**src/rtl/xmc_pkg.sv**
```systemverilog
package xmc_pkg;
    localparam int SETUP_W  = 4;
    localparam int STROBE_W = 6;
    localparam int HOLD_W   = 4;
    localparam int TURN_W   = 2;
    localparam int CNT_W    = STROBE_W;

    typedef enum logic [2:0] {
        PH_IDLE,
        PH_TURN,
        PH_SETUP,
        PH_STROBE,
        PH_HOLD
    } phase_e;

    // A programmed zero still yields one cycle.
    function automatic logic [CNT_W-1:0] at_least_one(input logic [CNT_W-1:0] v);
        return (v == '0) ? CNT_W'(1) : v;
    endfunction
endpackage

```
**src/rtl/xmc_wait_sync.sv**
```systemverilog
module xmc_wait_sync #(
    parameter int W = 4
) (
    input  logic         clk,
    input  logic         rst_n,
    input  logic [W-1:0] async_in,
    output logic [W-1:0] sync_out
);
    for (genvar g = 0; g < W; g++) begin : g_bit
        logic meta_q, stab_q;
        always_ff @(posedge clk or negedge rst_n) begin
            if (!rst_n) begin
                meta_q <= 1'b0;
                stab_q <= 1'b0;
            end else begin
                meta_q <= async_in[g];
                stab_q <= meta_q;
            end
        end
        assign sync_out[g] = stab_q;
    end
endmodule

```
**src/rtl/xmc_timing_sel.sv**
```systemverilog
module xmc_timing_sel
    import xmc_pkg::*;
#(
    parameter int CS_CNT = 4,
    localparam int CS_W  = $clog2(CS_CNT)
) (
    input  logic [CS_CNT*SETUP_W-1:0]  cfg_rd_setup,
    input  logic [CS_CNT*STROBE_W-1:0] cfg_rd_strobe,
    input  logic [CS_CNT*HOLD_W-1:0]   cfg_rd_hold,
    input  logic [CS_CNT*SETUP_W-1:0]  cfg_wr_setup,
    input  logic [CS_CNT*STROBE_W-1:0] cfg_wr_strobe,
    input  logic [CS_CNT*HOLD_W-1:0]   cfg_wr_hold,
    input  logic [CS_CNT*TURN_W-1:0]   cfg_turn,
    input  logic [CS_CNT-1:0]          cfg_sel_strobe,
    input  logic [CS_CNT-1:0]          cfg_ext_wait,
    input  logic [CS_CNT-1:0]          cfg_wide,
    input  logic [CS_W-1:0]            cs_idx,
    input  logic                       is_write,
    output logic [CNT_W-1:0]           setup_len,
    output logic [CNT_W-1:0]           strobe_len,
    output logic [CNT_W-1:0]           hold_len,
    output logic [TURN_W-1:0]          turn_len,
    output logic                       sel_strobe,
    output logic                       ext_wait,
    output logic                       wide
);
    logic [SETUP_W-1:0]  su;
    logic [STROBE_W-1:0] st;
    logic [HOLD_W-1:0]   ho;

    always_comb begin
        su = is_write ? cfg_wr_setup[cs_idx*SETUP_W +: SETUP_W]
                      : cfg_rd_setup[cs_idx*SETUP_W +: SETUP_W];
        st = is_write ? cfg_wr_strobe[cs_idx*STROBE_W +: STROBE_W]
                      : cfg_rd_strobe[cs_idx*STROBE_W +: STROBE_W];
        ho = is_write ? cfg_wr_hold[cs_idx*HOLD_W +: HOLD_W]
                      : cfg_rd_hold[cs_idx*HOLD_W +: HOLD_W];
        setup_len  = at_least_one(CNT_W'(su));
        strobe_len = at_least_one(CNT_W'(st));
        hold_len   = at_least_one(CNT_W'(ho));
        turn_len   = cfg_turn[cs_idx*TURN_W +: TURN_W];
        sel_strobe = cfg_sel_strobe[cs_idx];
        ext_wait   = cfg_ext_wait[cs_idx];
        wide       = cfg_wide[cs_idx];
    end
endmodule

```
**src/rtl/xmc_top.sv**
```systemverilog
module xmc_top
    import xmc_pkg::*;
#(
    parameter int CS_CNT = 4,
    parameter int WIN_AW = 26,
    parameter int DATA_W = 16,
    localparam int CS_W   = $clog2(CS_CNT),
    localparam int ADDR_W = WIN_AW + CS_W,
    localparam int NARROW = DATA_W / 2
) (
    input  logic                       clk,
    input  logic                       rst_n,
    input  logic                       req_valid,
    output logic                       req_ready,
    input  logic [ADDR_W-1:0]          req_addr,
    input  logic                       req_we,
    input  logic [DATA_W-1:0]          req_wdata,
    output logic                       rsp_valid,
    output logic [DATA_W-1:0]          rsp_rdata,
    input  logic [CS_CNT*SETUP_W-1:0]  cfg_rd_setup,
    input  logic [CS_CNT*STROBE_W-1:0] cfg_rd_strobe,
    input  logic [CS_CNT*HOLD_W-1:0]   cfg_rd_hold,
    input  logic [CS_CNT*SETUP_W-1:0]  cfg_wr_setup,
    input  logic [CS_CNT*STROBE_W-1:0] cfg_wr_strobe,
    input  logic [CS_CNT*HOLD_W-1:0]   cfg_wr_hold,
    input  logic [CS_CNT*TURN_W-1:0]   cfg_turn,
    input  logic [CS_CNT-1:0]          cfg_sel_strobe,
    input  logic [CS_CNT-1:0]          cfg_ext_wait,
    input  logic [CS_CNT-1:0]          cfg_wide,
    output logic [CS_CNT-1:0]          mem_cs_n,
    output logic                       mem_oe_n,
    output logic                       mem_we_n,
    output logic [WIN_AW-1:0]          mem_addr,
    output logic [DATA_W-1:0]          mem_dq_o,
    output logic                       mem_dq_oe,
    input  logic [DATA_W-1:0]          mem_dq_i,
    input  logic [CS_CNT-1:0]          mem_wait
);
    typedef struct packed {
        phase_e              ph;
        logic [CNT_W-1:0]    cnt;
        logic [CS_W-1:0]     cs;
        logic                we;
        logic [WIN_AW-1:0]   off;
        logic [DATA_W-1:0]   wdata;
        logic [DATA_W-1:0]   rdata;
        logic                rvld;
        logic                prev_vld;
        logic [CS_W-1:0]     prev_cs;
        logic                prev_we;
    } state_t;

    state_t q, d;

    logic [CS_W-1:0]   req_cs;
    logic [CS_W-1:0]   sel_cs;
    logic              sel_we;
    logic [CNT_W-1:0]  t_setup, t_strobe, t_hold;
    logic [TURN_W-1:0] t_turn;
    logic              t_ss, t_ew, t_wide;
    logic [CS_CNT-1:0] wait_s;
    logic              busy_cycle, cs_drive, need_turn;

    assign req_cs = req_addr[ADDR_W-1 -: CS_W];
    assign sel_cs = (q.ph == PH_IDLE) ? req_cs : q.cs;
    assign sel_we = (q.ph == PH_IDLE) ? req_we : q.we;

    xmc_timing_sel #(.CS_CNT(CS_CNT)) u_tsel (
        .cfg_rd_setup   (cfg_rd_setup),
        .cfg_rd_strobe  (cfg_rd_strobe),
        .cfg_rd_hold    (cfg_rd_hold),
        .cfg_wr_setup   (cfg_wr_setup),
        .cfg_wr_strobe  (cfg_wr_strobe),
        .cfg_wr_hold    (cfg_wr_hold),
        .cfg_turn       (cfg_turn),
        .cfg_sel_strobe (cfg_sel_strobe),
        .cfg_ext_wait   (cfg_ext_wait),
        .cfg_wide       (cfg_wide),
        .cs_idx         (sel_cs),
        .is_write       (sel_we),
        .setup_len      (t_setup),
        .strobe_len     (t_strobe),
        .hold_len       (t_hold),
        .turn_len       (t_turn),
        .sel_strobe     (t_ss),
        .ext_wait       (t_ew),
        .wide           (t_wide)
    );

    xmc_wait_sync #(.W(CS_CNT)) u_wsync (
        .clk      (clk),
        .rst_n    (rst_n),
        .async_in (mem_wait),
        .sync_out (wait_s)
    );

    assign need_turn = q.prev_vld && !(q.prev_cs == req_cs && q.prev_we == req_we)
                       && (t_turn != '0);

    always_comb begin
        d      = q;
        d.rvld = 1'b0;
        unique case (q.ph)
            PH_IDLE: begin
                if (req_valid) begin
                    d.cs       = req_cs;
                    d.we       = req_we;
                    d.off      = req_addr[WIN_AW-1:0];
                    d.wdata    = req_wdata;
                    d.prev_vld = 1'b1;
                    d.prev_cs  = req_cs;
                    d.prev_we  = req_we;
                    if (need_turn) begin
                        d.ph  = PH_TURN;
                        d.cnt = CNT_W'(t_turn) - 1'b1;
                    end else begin
                        d.ph  = PH_SETUP;
                        d.cnt = t_setup - 1'b1;
                    end
                end
            end
            PH_TURN: begin
                if (q.cnt == '0) begin
                    d.ph  = PH_SETUP;
                    d.cnt = t_setup - 1'b1;
                end else begin
                    d.cnt = q.cnt - 1'b1;
                end
            end
            PH_SETUP: begin
                if (q.cnt == '0) begin
                    d.ph  = PH_STROBE;
                    d.cnt = t_strobe - 1'b1;
                end else begin
                    d.cnt = q.cnt - 1'b1;
                end
            end
            PH_STROBE: begin
                if (q.cnt != '0) begin
                    d.cnt = q.cnt - 1'b1;
                end else if (!(t_ew && wait_s[q.cs])) begin
                    d.ph  = PH_HOLD;
                    d.cnt = t_hold - 1'b1;
                    if (!q.we) begin
                        d.rvld  = 1'b1;
                        d.rdata = t_wide ? mem_dq_i
                                         : {{(DATA_W-NARROW){1'b0}}, mem_dq_i[NARROW-1:0]};
                    end
                end
            end
            PH_HOLD: begin
                if (q.cnt == '0) d.ph = PH_IDLE;
                else             d.cnt = q.cnt - 1'b1;
            end
            default: d.ph = PH_IDLE;
        endcase
    end

    always_ff @(posedge clk or negedge rst_n) begin
        if (!rst_n) q <= '0;
        else        q <= d;
    end

    assign busy_cycle = (q.ph == PH_SETUP) || (q.ph == PH_STROBE) || (q.ph == PH_HOLD);
    assign cs_drive   = t_ss ? (q.ph == PH_STROBE) : busy_cycle;

    for (genvar g = 0; g < CS_CNT; g++) begin : g_cs
        assign mem_cs_n[g] = !(cs_drive && (q.cs == CS_W'(g)));
    end

    assign mem_oe_n  = !((q.ph == PH_STROBE) && !q.we);
    assign mem_we_n  = !((q.ph == PH_STROBE) && q.we);
    assign mem_addr  = t_wide ? (q.off >> 1) : q.off;
    assign mem_dq_o  = t_wide ? q.wdata : {{(DATA_W-NARROW){1'b0}}, q.wdata[NARROW-1:0]};
    assign mem_dq_oe = busy_cycle && q.we;
    assign req_ready = (q.ph == PH_IDLE);
    assign rsp_valid = q.rvld;
    assign rsp_rdata = q.rdata;
endmodule

```
**config.mk**
```make
export PLATFORM = sky130hd
export DESIGN_NAME = xmc_top
export DESIGN_NICKNAME = d
export VERILOG_FILES = /design/src/rtl/xmc_pkg.sv /design/src/rtl/xmc_wait_sync.sv /design/src/rtl/xmc_timing_sel.sv /design/src/rtl/xmc_top.sv
export SDC_FILE = /design/constraint.sdc
export NUM_CORES = 1
export LEC_CHECK = 0
export BUFFER_PORTS_ARGS = -buffer_cell sky130_fd_sc_hd__buf_4
export CAP_MARGIN = 0
export CORE_ASPECT_RATIO = 1.4
export CORE_MARGIN = 2
export CORE_UTILIZATION = 45
export CTS_CLUSTER_SIZE = 16
export DETAILED_ROUTE_END_ITERATION = 16
export PLACE_DENSITY = 0.77
export SLEW_MARGIN = 20
export SYNTH_ARGS = -nofsm -noshare
export SYNTH_HDL_FRONTEND = slang
export SYNTH_SLANG_ARGS = --single-unit
```
**constraint.sdc**
```tcl
create_clock -name clk -period 5.42 [get_ports clk]
set_clock_uncertainty 0.15 [all_clocks]
set_input_delay 1.626 -clock clk [delete_from_list [all_inputs] [get_ports clk]]
set_output_delay 1.626 -clock clk [all_outputs]
set_load 0.005 [all_outputs]
```
=== Yosys cells after proc, flatten, opt, wreduce, memory -nomap -nowiden ===
Index checks and enable logic that the tools add are counted.

* Mux-type cells: 37
* Magnitude comparators: 2
* Reduce and logical (&&, ||, !) cells: 34
* Bitwise operators: 3
* Shift-type cells: 7
* Divide/modulo/power cells: 0
* Eq/ne operators: 17
* $add $sub $neg: 5
* Multipliers: 1

{| class="wikitable"
|+ Operators by type and width
! operator !! count
|-
| 16-bit by 5-bit indexed part select with 4-bit output || 4
|-
| 54-bit two-way mux || 1
|-
| 24-bit by 6-bit indexed part select with 6-bit output || 2
|-
| 6-bit two-way mux || 6
|-
| 16-bit two-way mux || 2
|-
| 6-bit one-hot mux with 5 select lines || 1
|-
| 26-bit two-way mux || 1
|-
| 6-bit by 1-bit subtractor with 6-bit output (second input constant) || 4
|-
| 4-bit two-way mux || 4
|-
| 3-bit one-hot mux with 5 select lines || 1
|-
| 2-bit != test (second input constant) || 7
|-
| 6-bit zero test || 2
|-
| 3-bit two-way mux || 4
|-
| 1-bit logical AND || 11
|-
| 1-bit two-way mux || 10
|-
| 9-bit two-way mux || 1
|-
| 1-bit binary-select mux with 2-bit select || 4
|-
| 1-bit zero test || 8
|-
| 4-bit zero test || 2
|-
| 8-bit two-way mux || 1
|-
| 4-bit AND reduction || 2
|-
| 8-bit by 4-bit indexed part select with 2-bit output || 1
|-
| 3-bit by 2-bit == test with 1-bit output (second input constant) || 2
|-
| 2-bit by 3-bit less-than comparator with 1-bit output (second input constant) || 2
|-
| 19 further kinds || 23
|}

* Input bits: 200
* RAM bits: 0
* Bits in latches: 0
* ROM bits: 0
* Memories: 0
* Bits in registers: 80

=== Longest topological paths before layout ===
* Depth after elaboration: 10
* Depth in mapped cells: 17
* Gate-level depth less buffers: 13

=== By module ===
From an unflattened synthesis, not the netlist that was laid out.

* Cell total of the unflattened synthesis: 498
* Area total of the unflattened synthesis: 5698.0 um^2

{| class="wikitable"
|+ Modules (own cells, without submodules)
! module !! area an instance (um^2) !! times used !! cells each
|-
| xmc_top || 4366.7 || 1 || 408
|-
| xmc_timing_sel || 1101.1 || 1 || 78
|-
| xmc_wait_sync || 230.2 || 1 || 12
|}

=== Worst setup path before layout ===
OpenSTA, ideal clock, no wires.

* Kind: input to output
* Start: input port req_addr[27]
* End: output port mem_cs_n[0]
* Data arrival time: 3.311 ns
* Required time: 3.644 ns
* Path slack: 0.333 ns
* Stages: 9
* Path through: or4b_4 and2_1 buf_2 buf_2 nand2_1 and3_1 nor3_1 o21a_1 or3_1

* Longest elaborated chain between the ends: 6

{| class="wikitable"
|+ Ends and longest elaborated chain
! what !! RTL line !! text
|-
| start: declaration || xmc_top.sv:15 || <nowiki>input logic [ADDR_W-1:0] req_addr,</nowiki>
|-
| 2-bit two-way mux || xmc_top.sv:65 || <nowiki>assign sel_cs = (q.ph == PH_IDLE) ? req_cs : q.cs;</nowiki>
|-
| 1-bit binary-select mux with 2-bit select || xmc_timing_sel.sv:42 || <nowiki>sel_strobe = cfg_sel_strobe[cs_idx];</nowiki>
|-
| 1-bit two-way mux (not written as such) || xmc_timing_sel.sv:42 ||
|-
| 1-bit two-way mux || xmc_top.sv:165 || <nowiki>assign cs_drive = t_ss ? (q.ph == PH_STROBE) : busy_cycle;</nowiki>
|-
| 1-bit logical AND || xmc_top.sv:168 || <nowiki>assign mem_cs_n[g] = !(cs_drive && (q.cs == CS_W'(g)));</nowiki>
|-
| 1-bit zero test || xmc_top.sv:168 ||
|-
| end: declaration || xmc_top.sv:30 || <nowiki>output logic [CS_CNT-1:0] mem_cs_n,</nowiki>
|}

Every way passes these cells. The select of a mux whose other input is x is not followed.

=== Worst setup path in the final report ===
Ends and elaborated chain as after synthesis.

==> qor.csv <==
stage,metric,value,unit
logic_synthesis,Post-synth ARST share,1.00,
critical_path,Crit. End Element,primary output,
status,status,"complete, no violations",
logic_synthesis,synthesized netlist cell count,690,
sta,FMAX,192,MHz
detailed_routing,initial drt markers,237,
worst_hold_path,Worst Hold Class,reg -> reg,
die,standard-cell row count,49,
pwr,"Power, Total",5.24,mW
clocking,"Clk Latency, worst-skew pair",0.34,ns
critical_path,crit-path max FO,6,
clocking,CTS Sinks,80,
sta,RSZ-0062 raised after global routing,false,
die,Initial Util,0.456,
placed_design,I/O Buffers,266,
critical_path,worst r2r dst,q[68],
grt,vias in the first global route,5714,
grt,largest net degree at the start of global routing,52,
pwr,maximum vdd drop,0.383,mV
clocking,clk slew on worst S/H paths,0.06,ns
critical_path,critical path arrival,3.43,ns
logic_synthesis,Syn Nets,897,
critical_path,CP endpoint,mem_cs_n[0],
logic_synthesis,Ys Warns,0,
pwr,Combinational Power Share,0.680,
critical_path,CP bufs+invs,2,
detailed_routing,wire per inst,17.7,µm
sta,Final Hold Viols,0,
sta,Slew HR,0.528,
detailed_routing,final WL,19000,µm
clocking,CTS resizes,0,
logic_synthesis,syn avg cell area,8.42,µm²
critical_path,Crit path top cell by count,buf_4,
die,core area,12800,µm²
pwr,Sw Share,0.448,
cells_and_area,share of layout cells above drive strength 1,0.399,
detailed_routing,DR vias/cell,5.57,
detailed_routing,Antenna Nets Post-Route,0,
placed_design,Final GP Congestion,0.988,
detailed_routing,DRC viols,0,
pwr,Clock power frac,0.115,
detailed_routing,First-pass DRT Iterations,4,
logic_synthesis,"FF+latch count, synth",80,
die,I/O pins,267,
critical_path,Register-to-Register Setup Slack,1.33,ns
sta,slew at the pin closest to its max-slew limit,0.703,ns
clocking,Root Buffer,clkbuf_16,
critical_path,CP Data Required Time,3.64,ns
sta,"Slew Viols, Final",0,
placed_design,HPWL after DPL,14800,µm
pwr,internal power,2.89,mW
sta,final setup fails,0,
clocking,deepest clock path buffer count,2,
pwr,register share of total power,0.205,
grt,first-pass GRT wire length,29100,µm
logic_synthesis,Post-synth EDFFs,0,
die,Die ar.,13900,µm²
sta,final setup TNS,0,ns
clocking,CTS Buf Count,9,
critical_path,r2r worst-path depth,13,
cells_and_area,Layout Nets,1121,
critical_path,Worst path max stage delay,0.47,ns
clocking,# H-tree levels,3,
critical_path,CP max-delay cell,or4b_4,
grt,global-route usage over all layers,0.266,
clocking,post-CTS setup buffers,0,
critical_path,Setup crit start kind,input port,
logic_synthesis,top_reg_cell synth,dfrtp_1,
clocking,hold_buf cts,0,
cells_and_area,final core occ,0.633,
cells_and_area,Area Growth Syn to Fin,38.8,%
placed_design,Placed Cells,1056,
critical_path,Crit path max-delay family,simple AND/OR/NAND/NOR gates,
grt,initial antenna violation count,4,
logic_synthesis,Yosys cell types,66,
pwr,switching power,2.35,mW
logic_synthesis,Mapped Area,5810,µm²
grt,GR Overflow Total,0,
die,die span in x,100,µm
sta,min cycle time layout,5.21,ns
critical_path,Critical path origin,req_addr[27],
critical_path,R2R Path Start,q[72],
critical_path,WP depth,9,
die,Die H,138,µm
pwr,power per cell area,650,nW/µm²
cells_and_area,Post-Layout Cell Count,1074,
flow_run,# Max-Cap Violations,0,
sta,hold_ws,0.199,ns
critical_path,crit path cell chain,buf_4 > or4b_4 > and2_1 > nand2_1 > and3_1 > nor3_1 > o21a_1 > or3_1 > buf_4,
critical_path,Crit Path Class,in -> out,
detailed_routing,Via Count,5984,
clocking,CTS tree,built,
sta,fin crit share,0.961,
logic_synthesis,register area share after synthesis,0.344,
pwr,Static Leak,4.01,nW
==> synthesized netlist by cell type, drive strengths merged (4+ instances only) <==
master	n	area, µm²
a211o	4	35.0
a211oi	9	67.6
a21oi	12	60.1
a311oi	4	35.0
a31oi	12	75.1
a32oi	13	114
and2	16	103
and3	14	87.6
buf	44	309
clkbuf	28	105
dfrtp	80	2000
ha	7	87.6
inv	5	18.8
mux2	50	563
mux2i	25	250
nand2	200	756
nand2b	9	56.3
nand3	21	105
nor2	21	78.8
nor2b	4	25.0
nor3	6	35.0
nor3b	5	37.5
o211ai	4	35.0
o21ai	29	145
o31ai	7	71.3
or3	5	31.3
xnor2	6	52.6
==> worst min-delay path by stage <==
stage | depth (start not counted) | end | startpoint | slack [ns]
floorplan | 0 | u_wsync.g_bit[0].stab_q | u_wsync.g_bit[0].meta_q | 0.18
global placement | 0 | u_wsync.g_bit[1].stab_q | u_wsync.g_bit[1].meta_q | 0.18
detailed placement | 0 | u_wsync.g_bit[3].stab_q | u_wsync.g_bit[3].meta_q | 0.19
CTS | 0 | u_wsync.g_bit[3].stab_q | u_wsync.g_bit[3].meta_q | 0.20
global route | 0 | u_wsync.g_bit[3].stab_q | u_wsync.g_bit[3].meta_q | 0.21
finish | 0 | u_wsync.g_bit[3].stab_q | u_wsync.g_bit[3].meta_q | 0.20
==> worst reg2reg max path: cells and delay by family, from the launching register on <==
| kind | cells | cell delay, ns |
|---|---|---|
| DFF | 1 | 0.46 |
| muxes | 1 | 0.14 |
| adders and majority gates | 1 | 0.24 |
| buffers and inverters | 2 | 0.31 |
| AOI/OAI and AO/OA | 5 | 1.31 |
| and+or+nand+nor | 4 | 1.34 |
==> per-layer routing <==
metal	global-route usage	wire length (µm)	vias up	share of wire
met5	0	23	-	0.0012
met4	0.125	792	4	0.042
met3	0.0839	1830	54	0.096
met2	0.463	9430	291	0.50
met1	0.291	6880	2779	0.36
li1	-	-	2856	-
==> state kept, by name (all words and copies together) (netlist names) <==
name and cells:
q 55, rsp_rdata 16, u_wsync.g_bit.meta_q 4, u_wsync.g_bit.stab_q 4
rsp_valid 1
==> final cells by class <==
| type | count | area, µm² |
|---|---|---|
| antenna | 2 | 5.00 |
| clock buffer | 10 | 229 |
| clock inverter | 6 | 66.3 |
| fill | 1141 | 4680 |
| inverter | 6 | 22.5 |
| multi-input combinational | 532 | 3380 |
| sequential | 80 | 2000 |
| tap | 153 | 191 |
| timing repair buffer | 285 | 2180 |
==> logic make-up after synthesis <==
| group | share of synthesized area |
|---|---|
| multiplexers | 0.152 |
| flip-flops | 0.344 |
| AO/OA/AOI/OAI | 0.156 |
| adder cells (fa/ha/maj) | 0.0151 |
| AND/OR/NAND/NOR | 0.246 |
| buffers and inverters | 0.0751 |
| XOR/XNOR | 0.0121 |
==> stage by stage <==
step	setup WS (ns)	instance area [µm²]
2_1_floorplan	0.333	5810
3_3_place_gp	0.246	7770
3_5_place_dp	0.230	7770
4_1_cts	0.222	8060
5_1_grt	0.0955	8070
6_report	0.212	8070
==> cell usage in the layout, fill, tap and decap left out, types with 6 or more instances in the layout <==
cell type and count:
nand3_1 21, nand2_1 198, nand2b_1 9, a211oi_1 9, buf_4 282, mux2i_1 25
ha_1 7, clkbuf_16 9, and3_1 14, a32oi_1 13, o21ai_0 29, a21oi_1 12
xnor2_1 6, dfrtp_1 80, and2_1 14, mux2_2 50, a31oi_1 12, nor2_1 21
==> power groups by stage <==
stage	combinational (mW)	clock [mW]	sequential [mW]
2_1_floorplan	2.39	0	0.972
3_3_place_gp	3.49	0	1.07
3_5_place_dp	3.53	0	1.08
4_1_cts	3.55	0.623	1.07
5_1_grt	3.88	0.647	1.11
6_report	3.56	0.606	1.07
Power figures use the tool's default switching activity.
